## src/rtl/gec_pkg.sv

```systemverilog
package gec_pkg;
  localparam int OFS_RISE   = 'h00;
  localparam int OFS_FALL   = 'h04;
  localparam int OFS_MASK   = 'h08;
  localparam int OFS_MCAUSE = 'h0C;
  localparam int OFS_CLR    = 'h10;

  typedef enum logic [2:0] {
    SEL_RISE, SEL_FALL, SEL_MASK, SEL_MCAUSE, SEL_CLR, SEL_NONE
  } gec_sel_e;
endpackage

```

## src/rtl/gec_edge.sv

```systemverilog
module gec_edge #(
  parameter int NPINS       = 32,
  parameter int SYNC_STAGES = 2
) (
  input  logic             clk,
  input  logic             rst,
  input  logic [NPINS-1:0] pin_i,
  output logic [NPINS-1:0] rise_o,
  output logic [NPINS-1:0] fall_o
);
  localparam int LAST = SYNC_STAGES - 1;

  logic [NPINS-1:0] stg [SYNC_STAGES];
  logic [NPINS-1:0] prev_q;

  for (genvar g = 0; g < SYNC_STAGES; g++) begin : g_sync
    always_ff @(posedge clk) begin
      if (rst) stg[g] <= '0;
      else if (g == 0) stg[g] <= pin_i;
      else stg[g] <= stg[(g == 0) ? 0 : g-1];
    end
  end

  always_ff @(posedge clk) begin
    if (rst) prev_q <= '0;
    else prev_q <= stg[LAST];
  end

  assign rise_o = stg[LAST] & ~prev_q;
  assign fall_o = ~stg[LAST] & prev_q;
endmodule

```

## src/rtl/gec_regs.sv

```systemverilog
module gec_regs
  import gec_pkg::*;
#(
  parameter int NPINS  = 32,
  parameter int ADDR_W = 8,
  parameter int DATA_W = 32
) (
  input  logic              clk,
  input  logic              rst,
  input  logic              wr_en_i,
  input  logic              rd_en_i,
  input  logic [ADDR_W-1:0] addr_i,
  input  logic [DATA_W-1:0] wdata_i,
  input  logic [NPINS-1:0]  cause_i,
  output logic [NPINS-1:0]  rise_en_o,
  output logic [NPINS-1:0]  fall_en_o,
  output logic [NPINS-1:0]  mask_o,
  output logic [NPINS-1:0]  clr_o,
  output logic [DATA_W-1:0] rdata_o
);
  gec_sel_e sel;
  logic [NPINS-1:0] wbits;
  logic [NPINS-1:0] rval;

  assign wbits = wdata_i[NPINS-1:0];

  always_comb begin
    if      (addr_i == ADDR_W'(OFS_RISE))   sel = SEL_RISE;
    else if (addr_i == ADDR_W'(OFS_FALL))   sel = SEL_FALL;
    else if (addr_i == ADDR_W'(OFS_MASK))   sel = SEL_MASK;
    else if (addr_i == ADDR_W'(OFS_MCAUSE)) sel = SEL_MCAUSE;
    else if (addr_i == ADDR_W'(OFS_CLR))    sel = SEL_CLR;
    else                                    sel = SEL_NONE;
  end

  always_ff @(posedge clk) begin
    if (rst) begin
      rise_en_o <= '0;
      fall_en_o <= '0;
      mask_o    <= '0;
    end else if (wr_en_i) begin
      if (sel == SEL_RISE) rise_en_o <= wbits;
      if (sel == SEL_FALL) fall_en_o <= wbits;
      if (sel == SEL_MASK) mask_o    <= wbits;
    end
  end

  assign clr_o = (wr_en_i && sel == SEL_CLR) ? wbits : '0;

  always_comb begin
    case (sel)
      SEL_RISE:   rval = rise_en_o;
      SEL_FALL:   rval = fall_en_o;
      SEL_MASK:   rval = mask_o;
      SEL_MCAUSE: rval = cause_i & mask_o;
      SEL_CLR:    rval = cause_i;
      default:    rval = '0;
    endcase
  end

  always_ff @(posedge clk) begin
    if (rst) rdata_o <= '0;
    else if (rd_en_i) rdata_o <= DATA_W'(rval);
  end
endmodule

```

## src/rtl/gec_cause.sv

```systemverilog
module gec_cause #(
  parameter int NPINS = 32
) (
  input  logic             clk,
  input  logic             rst,
  input  logic [NPINS-1:0] set_i,
  input  logic [NPINS-1:0] clr_i,
  input  logic [NPINS-1:0] mask_i,
  output logic [NPINS-1:0] cause_o,
  output logic             irq_o
);
  always_ff @(posedge clk) begin
    if (rst) begin
      cause_o <= '0;
      irq_o   <= 1'b0;
    end else begin
      cause_o <= (cause_o & ~clr_i) | set_i;
      irq_o   <= |(cause_o & mask_i);
    end
  end
endmodule

```

## src/rtl/gpio_edge_cause.sv

```systemverilog
module gpio_edge_cause #(
  parameter int NPINS       = 32,
  parameter int ADDR_W      = 8,
  parameter int DATA_W      = 32,
  parameter int SYNC_STAGES = 2
) (
  input  logic              clk,
  input  logic              rst,
  input  logic [NPINS-1:0]  pin_i,
  input  logic              wr_en_i,
  input  logic              rd_en_i,
  input  logic [ADDR_W-1:0] addr_i,
  input  logic [DATA_W-1:0] wdata_i,
  output logic [DATA_W-1:0] rdata_o,
  output logic              irq_o
);
  logic [NPINS-1:0] rise, fall, rise_en, fall_en, mask, clr, cause, set_vec;

  gec_edge #(.NPINS(NPINS), .SYNC_STAGES(SYNC_STAGES)) edge_i (
    .clk(clk), .rst(rst), .pin_i(pin_i), .rise_o(rise), .fall_o(fall)
  );

  gec_regs #(.NPINS(NPINS), .ADDR_W(ADDR_W), .DATA_W(DATA_W)) regs_i (
    .clk(clk), .rst(rst), .wr_en_i(wr_en_i), .rd_en_i(rd_en_i),
    .addr_i(addr_i), .wdata_i(wdata_i), .cause_i(cause),
    .rise_en_o(rise_en), .fall_en_o(fall_en), .mask_o(mask),
    .clr_o(clr), .rdata_o(rdata_o)
  );

  assign set_vec = (rise & rise_en) | (fall & fall_en);

  gec_cause #(.NPINS(NPINS)) cause_i (
    .clk(clk), .rst(rst), .set_i(set_vec), .clr_i(clr),
    .mask_i(mask), .cause_o(cause), .irq_o(irq_o)
  );
endmodule

```

## config.mk

```make
export PLATFORM = sky130hd
export DESIGN_NAME = gpio_edge_cause
export DESIGN_NICKNAME = d
export VERILOG_FILES = /design/src/rtl/gec_pkg.sv /design/src/rtl/gec_edge.sv /design/src/rtl/gec_regs.sv /design/src/rtl/gec_cause.sv /design/src/rtl/gpio_edge_cause.sv
export SDC_FILE = /design/constraint.sdc
export NUM_CORES = 1
export LEC_CHECK = 0
export BUFFER_PORTS_ARGS = -buffer_cell sky130_fd_sc_hd__buf_2
export CORE_AREA = 2 2 156 142
export DETAILED_ROUTE_END_ITERATION = 10
export DIE_AREA = 0 0 158 144
export PLACE_DENSITY_LB_ADDON = 0.12
export RECOVER_POWER = 100
export SLEW_MARGIN = 20
export SYNTH_ARGS = -nofsm -noshare
export SYNTH_HDL_FRONTEND = slang
export SYNTH_HIERARCHICAL = 1
export SYNTH_SLANG_ARGS = --single-unit
```

## constraint.sdc

```tcl
create_clock -name clk -period 4 [get_ports clk]
set_clock_uncertainty 0.15 [all_clocks]
set_input_delay 0.4 -clock clk [delete_from_list [all_inputs] [get_ports clk]]
set_output_delay 0.4 -clock clk [all_outputs]
set_load 0.05 [all_outputs]
```

==> impl_metrics.json, run 1 <==
{
  "status": "complete, but fails checks",
  "violations": "capacitance limit, slew limit",
  "grt_pass1_wl_mm": 43.2,
  "synth.distinct_cells": 39,
  "cp.buffers_inverters": 2,
  "syn-num-nets": 1225,
  "end_kind": "register",
  "path_max_fanout": 7,
  "hold_depth": 3,
  "worst_hold_startpoint": "wdata_i[11]",
  "dieArea_mm2": 0.0228,
  "tritoncts": "done",
  "clk_pin_slew_worst_paths_ns": 0.06,
  "start_util_pct": 48.8,
  "cp_data_arrival_time_ns": 3.27,
  "diodes": 0,
  "ir_worst_vdd_mv": 0.315,
  "cp_top_family": "simple AND/OR/NAND/NOR gates",
  "vias": 8469,
  "drive_gt1_share_pct": 11.0,
  "die_x_um": 158,
  "max_slew.worst_pin.slew_ns": 2.55,
  "final.min_clock_period_ns": 3.07,
  "ff2ff_setup_slack_ns": 2.38,
  "finalCritPeriodShare_pct": 76.7,
  "synthTopCellsByCount": "257 x dfxtp_1, 162 x nor2b_1, 161 x nand2_1",
  "cts_resized": 0,
  "cts_max_path_buffers": 3,
  "final_util_pct": 59.1,
  "p_per_area_mw_per_mm2": 434,
  "yosysSeqAreaShare_pct": 49.4,
  "core-area_mm2": 0.0213,
  "setup_tns_ns": 0,
  "antenna_found_initial": 0,
  "cp_slowest_cell": "nor4_1",
  "vias_per_cell": 5.28,
  "relSlewSlack_pct": -70.3,
  "maxCapViolCount": 4,
  "routedWlPerCell_um": 17.3,
  "critPathMaxStageDelay_ns": 1.24,
  "worstSetupPathDepth": 6,
  "placed_cell_area_mm2": 0.0111,
  "seq_area_mm2": 0.00514,
  "cts_sinks": 257,
  "ys_ff_latch": 257,
  "required_ns": 4.20,
  "synth_edf_count": 0,
  "cp-startpoint": "addr_i[7]",
  "port_buffers": 108,
  "reg2reg_depth": 3,
  "num_rows": 51,
  "synth.area.top_cells": "dfxtp_1 49%, nor2b_1 9.7%, mux2i_1 6.2%",
  "yosys.area.top_type": "dfxtp_1",
  "grt_start_max_net_pins": 92,
  "synth.most_common_cell": "dfxtp_1",
  "fmax_ghz": 0.326,
  "drtIter0Drc": 541,
  "multiInputGateArea_mm2": 0.00475,
  "track_usage_pct": 24.1,
  "ioPinCount": 109,
  "fillers": 1971,
  "leakagePower_nw": 4.54,
  "cts_htree_levels": 1,
  "synth_flop_cell": "dfxtp_1",
  "die_y_um": 144,
  "cts_inserted_buffers": 27,
  "min_path_type": "input pin to register",
  "root_buffer": "clkbuf_16",
  "routed_wl_mm": 27.7,
  "drtPass1Iterations": 5,
  "endpoint": "regs_i/fall_en_o[12]",
  "gr-total-overflow": 0,
  "synth_top_area_share_pct": 49.4,
  "critPathKind": "input pin to register",
  "async_flop_share_pct": 0,
  "synth_area_per_cell_um2": 9.06,
  "drc_errors": 0,
  "syn2layout_area_growth_pct": 21.1,
  "hpwl_mm": 17.0,
  "syn-cell-area_mm2": 0.0104,
  "antenna_left": 0,
  "yosysWarningCount": 6,
  "clk-insertion-delay-late_ns": 0.53,
  "whs_ns": 0.0388,
  "start_kind": "input pin",
  "worstPathCellList": "buf_2, or4_1, nor4_1, clkbuf_1, mux2i_1, nor2_1",
  "cts_setup_buffers": 0,
  "gp_congestion": 0.821,
  "finalHoldViolations": 0,
  "syn_inst": 1149,
  "grt_pass1_vias": 8005,
  "maxSlewViolCount": 215,
  "nets": 1368,
  "setup_viol": 0,
  "r2r_start": "cause_i/cause_o[14]",
  "design_area_mm2": 0.0126,
  "rsz0062_at_grt": "no",
  "r2r_end": "cause_i/irq_o"
}
-- placed cells by master, fill, tap and decap left out, drive strengths merged, types with 9 or more instances in the layout --
cell,n
a22o,32
o2111ai,22
inv,37
dfxtp,257
mux2i,64
o211ai,9
a311oi,10
a31oi,23
and2,33
a21oi,96
clkbuf,76
nor2,74
o2bb2ai,31
buf,88
a22oi,16
dlygate4sd3,63
nand2b,24
nand2,161
nor2b,162
-- routing by layer --
metal,vias up,global-route usage (%),wire length [um]
met5,-,0,0
met4,0,6.69,606
met3,46,3.24,1820
met2,287,37.7,12000
met1,3933,35.1,13300
li1,4203,-,-
-- logic make-up after synthesis --
kind of cell,count (synthesis),synth area share (%)
compound gates,244,16.3
mux,64,6.16
simple gates,471,23.1
flops,257,49.4
buf+inv,113,5.00
-- sequential cells by signal (all words and copies together) (netlist names) --
register          count
regs_i/rise_en_o     32
regs_i/rdata_o       32
cause_i/cause_o      32
cause_i/irq_o         1
regs_i/mask_o        32
edge_i/prev_q        32
regs_i/fall_en_o     32
edge_i/stg           64
-- report_power, final --
part           internal (W)  switching (W)
Clock               0.00153        0.00103
Sequential          0.00260      0.0000186
Combinational      0.000125       0.000163
Total               0.00426        0.00121
-- worst min path at each step --
stage,slack [ns],end
global placement,0.27,edge_i/stg[1][27]
finish,0.04,regs_i/rise_en_o[11]
CTS,0.02,regs_i/rise_en_o[11]
global route,0.007,regs_i/rise_en_o[11]
floorplan,0.26,edge_i/stg[1][0]
detailed placement,0.27,edge_i/stg[1][19]
-- cell type report --
cell class | count | area share [%]
clock buffer | 35 | 6.00
clock inverter | 15 | 1.29
inverter | 35 | 1.04
multi-input combinational | 779 | 37.7
sequential | 257 | 40.8
tap | 291 | 2.89
timing repair buffer | 192 | 10.2
-- per-stage QoR --
step | power (W) | std cells | worst slack (ns)
after detailed placement | 0.00292 | 1491 | 1.09
after CTS | 0.00552 | 1604 | 1.65
after global routing | 0.00565 | 1604 | 0.826
final | 0.00547 | 1604 | 0.931
after floorplan | 0.00282 | 1149 | 1.73
after global placement | 0.00292 | 1491 | 1.13
-- worst min-delay path, cell delays in order --
cell and delay [ns]:
buf_2 0.14, nand2_1 0.07, a21oi_1 0.05
-- repair_timing --
| action | in CTS | in global routing |
|---|---|---|
| hold endpoints to repair | 96 | 0 |
| hold buffers | 63 | 0 |
| endpoints found under the setup margin | 0 | 0 |
Note: power is estimated with default switching activity, not from simulation.
==> run 2: changes to the inputs <==
clock period = 2.6 ns   (was 4 ns; I/O delays follow)
==> run 2 against run 1 <==
The run now ends clean. Die area is the same. Wire length down 0.80%. Combinational power is 55% higher. Global-route usage increased by 0.072 points. Largest power group is now clock. Sequential power up 54%. Cell count rose by 0.37%. Critical path depth unchanged. Final area is 1.2% higher. Critical path type unchanged. Sequential cell count stayed put. Non-clock buffer count grew 7.
==> impl_metrics.json, run 2 (same netlist as run 1, synthesis figures left out) <==
{
  "status": "finished, final reports clean",
  "final.min_clock_period_ns": 2.13,
  "tritoncts": "done",
  "clk-insertion-delay-late_ns": 0.55,
  "instances_no_fill": 1610,
  "root_buffer": "clkbuf_16",
  "setup_tns_ns": 0,
  "cts_max_path_buffers": 3,
  "p_per_area_mw_per_mm2": 686,
  "die_y_um": 144,
  "dpl_worst_slack_ns": 0.274,
  "clk_pin_slew_worst_paths_ns": 0.06,
  "start_kind": "input pin",
  "path_max_fanout": 32,
  "antenna_left": 0,
  "dp_cells": 1496,
  "relSlewSlack_pct": 15.8,
  "drtIter0Drc": 475,
  "port_buffers": 108,
  "diodes": 0,
  "start_util_pct": 48.8,
  "drc_errors": 0,
  "setup_viol": 0,
  "maxSlewViolCount": 0,
  "antenna_found_initial": 0,
  "mostFrequentLayoutCells": "257 x dfxtp_1, 161 x nor2b_1, 161 x nand2_1",
  "leakagePower_nw": 4.62,
  "routedWlPerCell_um": 17.1,
  "min_path_type": "input pin to register",
  "finalCritPeriodShare_pct": 81.7,
  "finalHoldViolations": 0,
  "required_ns": 2.83,
  "ioPinCount": 109,
  "routed_wl_mm": 27.5,
  "die_x_um": 158,
  "gr-total-overflow": 0,
  "num_rows": 51,
  "fmax_ghz": 0.471,
  "top_register": "edge_i/stg",
  "fin_ws_ns": 0.475,
  "largest_reg_flops": 64,
  "ir_worst_vdd_mv": 0.429,
  "grt_pass1_vias": 8010,
  "maxCapViolCount": 0,
  "layout_commonest_cell": "dfxtp_1",
  "final_util_pct": 59.8,
  "max_slew.worst_pin.slew_ns": 1.26,
  "cts_inserted_buffers": 27,
  "cp_data_arrival_time_ns": 2.35,
  "cts_htree_levels": 1,
  "drive_gt1_share_pct": 11.4,
  "grt_start_max_net_pins": 61,
  "cts_sinks": 257,
  "vias": 8430,
  "syn2layout_area_growth_pct": 22.5,
  "dieArea_mm2": 0.0228,
  "end_kind": "register",
  "hpwl_mm": 16.6,
  "drtPass1Iterations": 4,
  "gp_congestion": 0.804,
  "design_area_mm2": 0.0127,
  "placed_cell_area_mm2": 0.0113,
  "track_usage_pct": 24.2,
  "critPathKind": "input pin to register",
  "nets": 1375,
  "vias_per_cell": 5.24,
  "cts_resized": 0,
  "core-area_mm2": 0.0213,
  "grt_pass1_wl_mm": 43.4,
  "rsz0062_at_grt": "no"
}
run 2: cell types whose count changed in the layout (fill, tap and decap cells not counted), sizes merged:
cell	previous run	this run
inv	37	36
clkbuf	76	81
clkinvlp	2	0
dlygate4sd3	63	65
buf	88	91
clkinv	8	5
bufinv	3	5
run 2: worst paths after layout:
path         slack [ns]  cells after the start                    to               start
max                0.47                      6  regs_i/fall_en_o[10]           addr_i[6]
max reg2reg        1.02                      3         cause_i/irq_o  cause_i/cause_o[6]
min reg2reg        0.28                      1      edge_i/stg[1][6]    edge_i/stg[0][6]
min                0.03                      4    regs_i/rdata_o[13]           addr_i[5]
run 2: critical path: stages:
cell and delay [ns]:
buf_2 0.10, or4_1 0.59, nor4_1 0.34, clkbuf_4 0.72
mux2i_1 0.26, nor2_1 0.06
run 2: repair_timing:
action | CTS | global route
hold buffers | 65 | 0
buffers inserted | 0 | 0
endpoints found under the hold margin | 130 | 0
run 2: layout make-up:
class / instances / area (um2)
multi-input cells: 779 / 4710
clock buffers: 38 / 807
well taps: 291 / 364
inverters: 35 / 131
flip-flops and latches: 257 / 5140
clock inverters: 11 / 195
fillers: 1913 / 8560
repair buffers: 199 / 1400
run 2: per-stage QoR:
stage | hold slack [ns] | power, W
finish | 0.0254 | 0.00874
global route | 0.0562 | 0.00903
CTS | 0.0125 | 0.00884
detailed placement | 0.272 | 0.00450
global placement | 0.266 | 0.00450
floorplan | 0.238 | 0.00433
run 2: power by group:
part           internal, W  total (W)  switching (W)
Sequential         0.00400    0.00403      0.0000287
Clock              0.00266    0.00426        0.00160
Combinational     0.000198   0.000447       0.000250
Total              0.00686    0.00874        0.00188
run 2: layer usage:
metal	global-route usage, %	routed length, um	up-vias
li1	-	-	4208
met1	34.2	13200	3955
met2	39.5	12300	227
met3	3.48	1590	40
met4	5.60	459	0
met5	0	0	-
==> run 3: changes to the inputs <==
clock period = 1.75 ns   (was 2.6 ns; I/O delays follow)
==> run 3 against run 2 <==
Critical path depth increased by 1. Global-route usage shrank 0.55 points. Final area rose by 2.9%. Critical path type unchanged. Critical endpoint is now regs_i/fall_en_o[29]. Largest power group is now sequential cells.
==> impl_metrics.json, run 3 (same netlist as run 1, synthesis figures left out) <==
{
  "reg2reg_depth": 4,
  "leakagePower_nw": 4.90,
  "setup_viol": 0,
  "syn2layout_area_growth_pct": 26.1,
  "largest_reg_flops": 64,
  "r2r_start": "cause_i/cause_o[14]",
  "placed_cell_area_mm2": 0.0115,
  "tritoncts": "done",
  "grt_pass1_wl_mm": 42.2,
  "die_x_um": 158,
  "vias": 8640,
  "antenna_left": 0,
  "status": "finished, final reports clean",
  "worstSetupPathDepth": 7,
  "critPathMaxStageDelay_ns": 0.59,
  "cts_inserted_buffers": 27,
  "gp_congestion": 0.800,
  "cts_sinks": 257,
  "clk_pin_slew_worst_paths_ns": 0.06,
  "cts_htree_levels": 1,
  "p_per_area_mw_per_mm2": 955,
  "ioPinCount": 109,
  "power_frac_clock_pct": 46.4,
  "layout_commonest_cell": "dfxtp_1",
  "core-area_mm2": 0.0213,
  "cp_data_arrival_time_ns": 1.92,
  "max_slew.worst_pin.slew_ns": 0.932,
  "start_util_pct": 48.8,
  "switchingPower_w": 0.00267,
  "fin_ws_ns": 0.0569,
  "maxCapViolCount": 0,
  "drtIter0Drc": 664,
  "p_seq_share_pct": 47.8,
  "whs_ns": 0.0826,
  "root_buffer": "clkbuf_16",
  "antenna_found_initial": 0,
  "drive_gt1_share_pct": 15.7,
  "seq_area_mm2": 0.00514,
  "ir_worst_vdd_mv": 1.33,
  "required_ns": 1.98,
  "share_comb_of_total_power_pct": 5.8,
  "final.min_clock_period_ns": 1.69,
  "diodes": 0,
  "fillers": 1882,
  "cp_common_cell": "buf_4",
  "multiInputGateArea_mm2": 0.00479,
  "cp_top_family": "simple AND/OR/NAND/NOR gates",
  "fmax_ghz": 0.591,
  "hpwl_mm": 17.0,
  "die_y_um": 144,
  "hold_depth": 5,
  "dpl_worst_slack_ns": -0.325,
  "min_path_type": "input pin to register",
  "finalCritPeriodShare_pct": 96.7,
  "worstPathCellList": "buf_2, or4_4, nor4_4, buf_4, buf_4, mux2i_1, nor2_1",
  "nets": 1408,
  "end_kind": "register",
  "grt_start_max_net_pins": 93,
  "track_usage_pct": 23.7,
  "dieArea_mm2": 0.0228,
  "drc_errors": 0,
  "rsz0062_at_grt": "no",
  "mostFrequentLayoutCells": "257 x dfxtp_1, 161 x nor2b_1, 161 x nand2_1",
  "ff2ff_setup_slack_ns": 0.10,
  "vias_per_cell": 5.27,
  "critPathKind": "input pin to register",
  "clk-insertion-delay-late_ns": 0.53,
  "cp_slowest_cell": "or4_4",
  "design_area_mm2": 0.0131,
  "cp-startpoint": "addr_i[0]",
  "start_kind": "input pin",
  "port_buffers": 108,
  "routed_wl_mm": 28.4,
  "maxSlewViolCount": 0,
  "sw_frac_of_total_pct": 21.3,
  "relSlewSlack_pct": 37.9,
  "cp.buffers_inverters": 3,
  "finalHoldViolations": 0,
  "power_w": 0.0125,
  "worst_hold_startpoint": "addr_i[2]",
  "grt_pass1_vias": 7728,
  "setup_tns_ns": 0,
  "routedWlPerCell_um": 17.3,
  "cts_max_path_buffers": 3,
  "drtPass1Iterations": 5,
  "gr-total-overflow": 0,
  "num_rows": 51,
  "path_max_fanout": 11,
  "top_register": "edge_i/stg",
  "intPower_w": 0.00986
}
[run 3: cell count changes in the layout (fill, tap and decap cells not counted), sizes merged]
cell         before  now
buf              91  121
dlygate4sd3      65   71
clkbuf           81   78
bufinv            5    4
clkinv            5    4
inv              36   35
[run 3: final timing paths]
path | end
max | regs_i/fall_en_o[29]
min | regs_i/rdata_o[4]
min reg2reg | edge_i/stg[1][3]
max reg2reg | cause_i/irq_o
[run 3: final cells by class]
class / count / area share, %
Sequential cell: 257 / 39.2
Multi-Input combinational cell: 779 / 36.5
Timing Repair Buffer: 232 / 13.7
Clock buffer: 38 / 5.77
Tap cell: 291 / 2.77
Clock inverter: 8 / 1.07
Inverter: 35 / 1.00
[run 3: what timing repair did]
action | 4_1_cts | 5_1_grt
setup buffers | 0 | 4
resized for setup | 0 | 5
hold endpoints to repair | 172 | 0
hold buffers | 71 | 0
setup endpoints to repair | 0 | 58
[run 3: layer usage]
metal  vias to the layer above  global-route usage [%]  part of all wire (%)
li1                       4279                       -                     -
met5                         -                       0                     0
met1                      4069                    34.4                    48
met4                         0                    6.73                   2.3
met3                        44                    3.21                   5.8
met2                       248                    36.9                    44
[run 3: per-stage QoR]
stage	std cells	utilization [%]
floorplan	1149	-
finish	1640	61.6
CTS	1633	61.5
detailed placement	1516	54.0
global placement	1516	54.0
global route	1640	61.6
[run 3: power groups by stage]
stage | registers [W] | logic, W | clock network [W]
6_report | 0.00599 | 0.000728 | 0.00581
5_1_grt | 0.00600 | 0.000782 | 0.00617
4_1_cts | 0.00599 | 0.000739 | 0.00596
3_5_place_dp | 0.00612 | 0.000614 | 0
3_3_place_gp | 0.00612 | 0.000613 | 0
2_1_floorplan | 0.00613 | 0.000317 | 0
[run 3: worst reg2reg max path, stage by stage (launching register included)]
cell and delay, ns:
dfxtp_1 0.36, a22oi_1 0.20, clkbuf_1 0.19, nand4_1 0.17, o41a_1 0.45
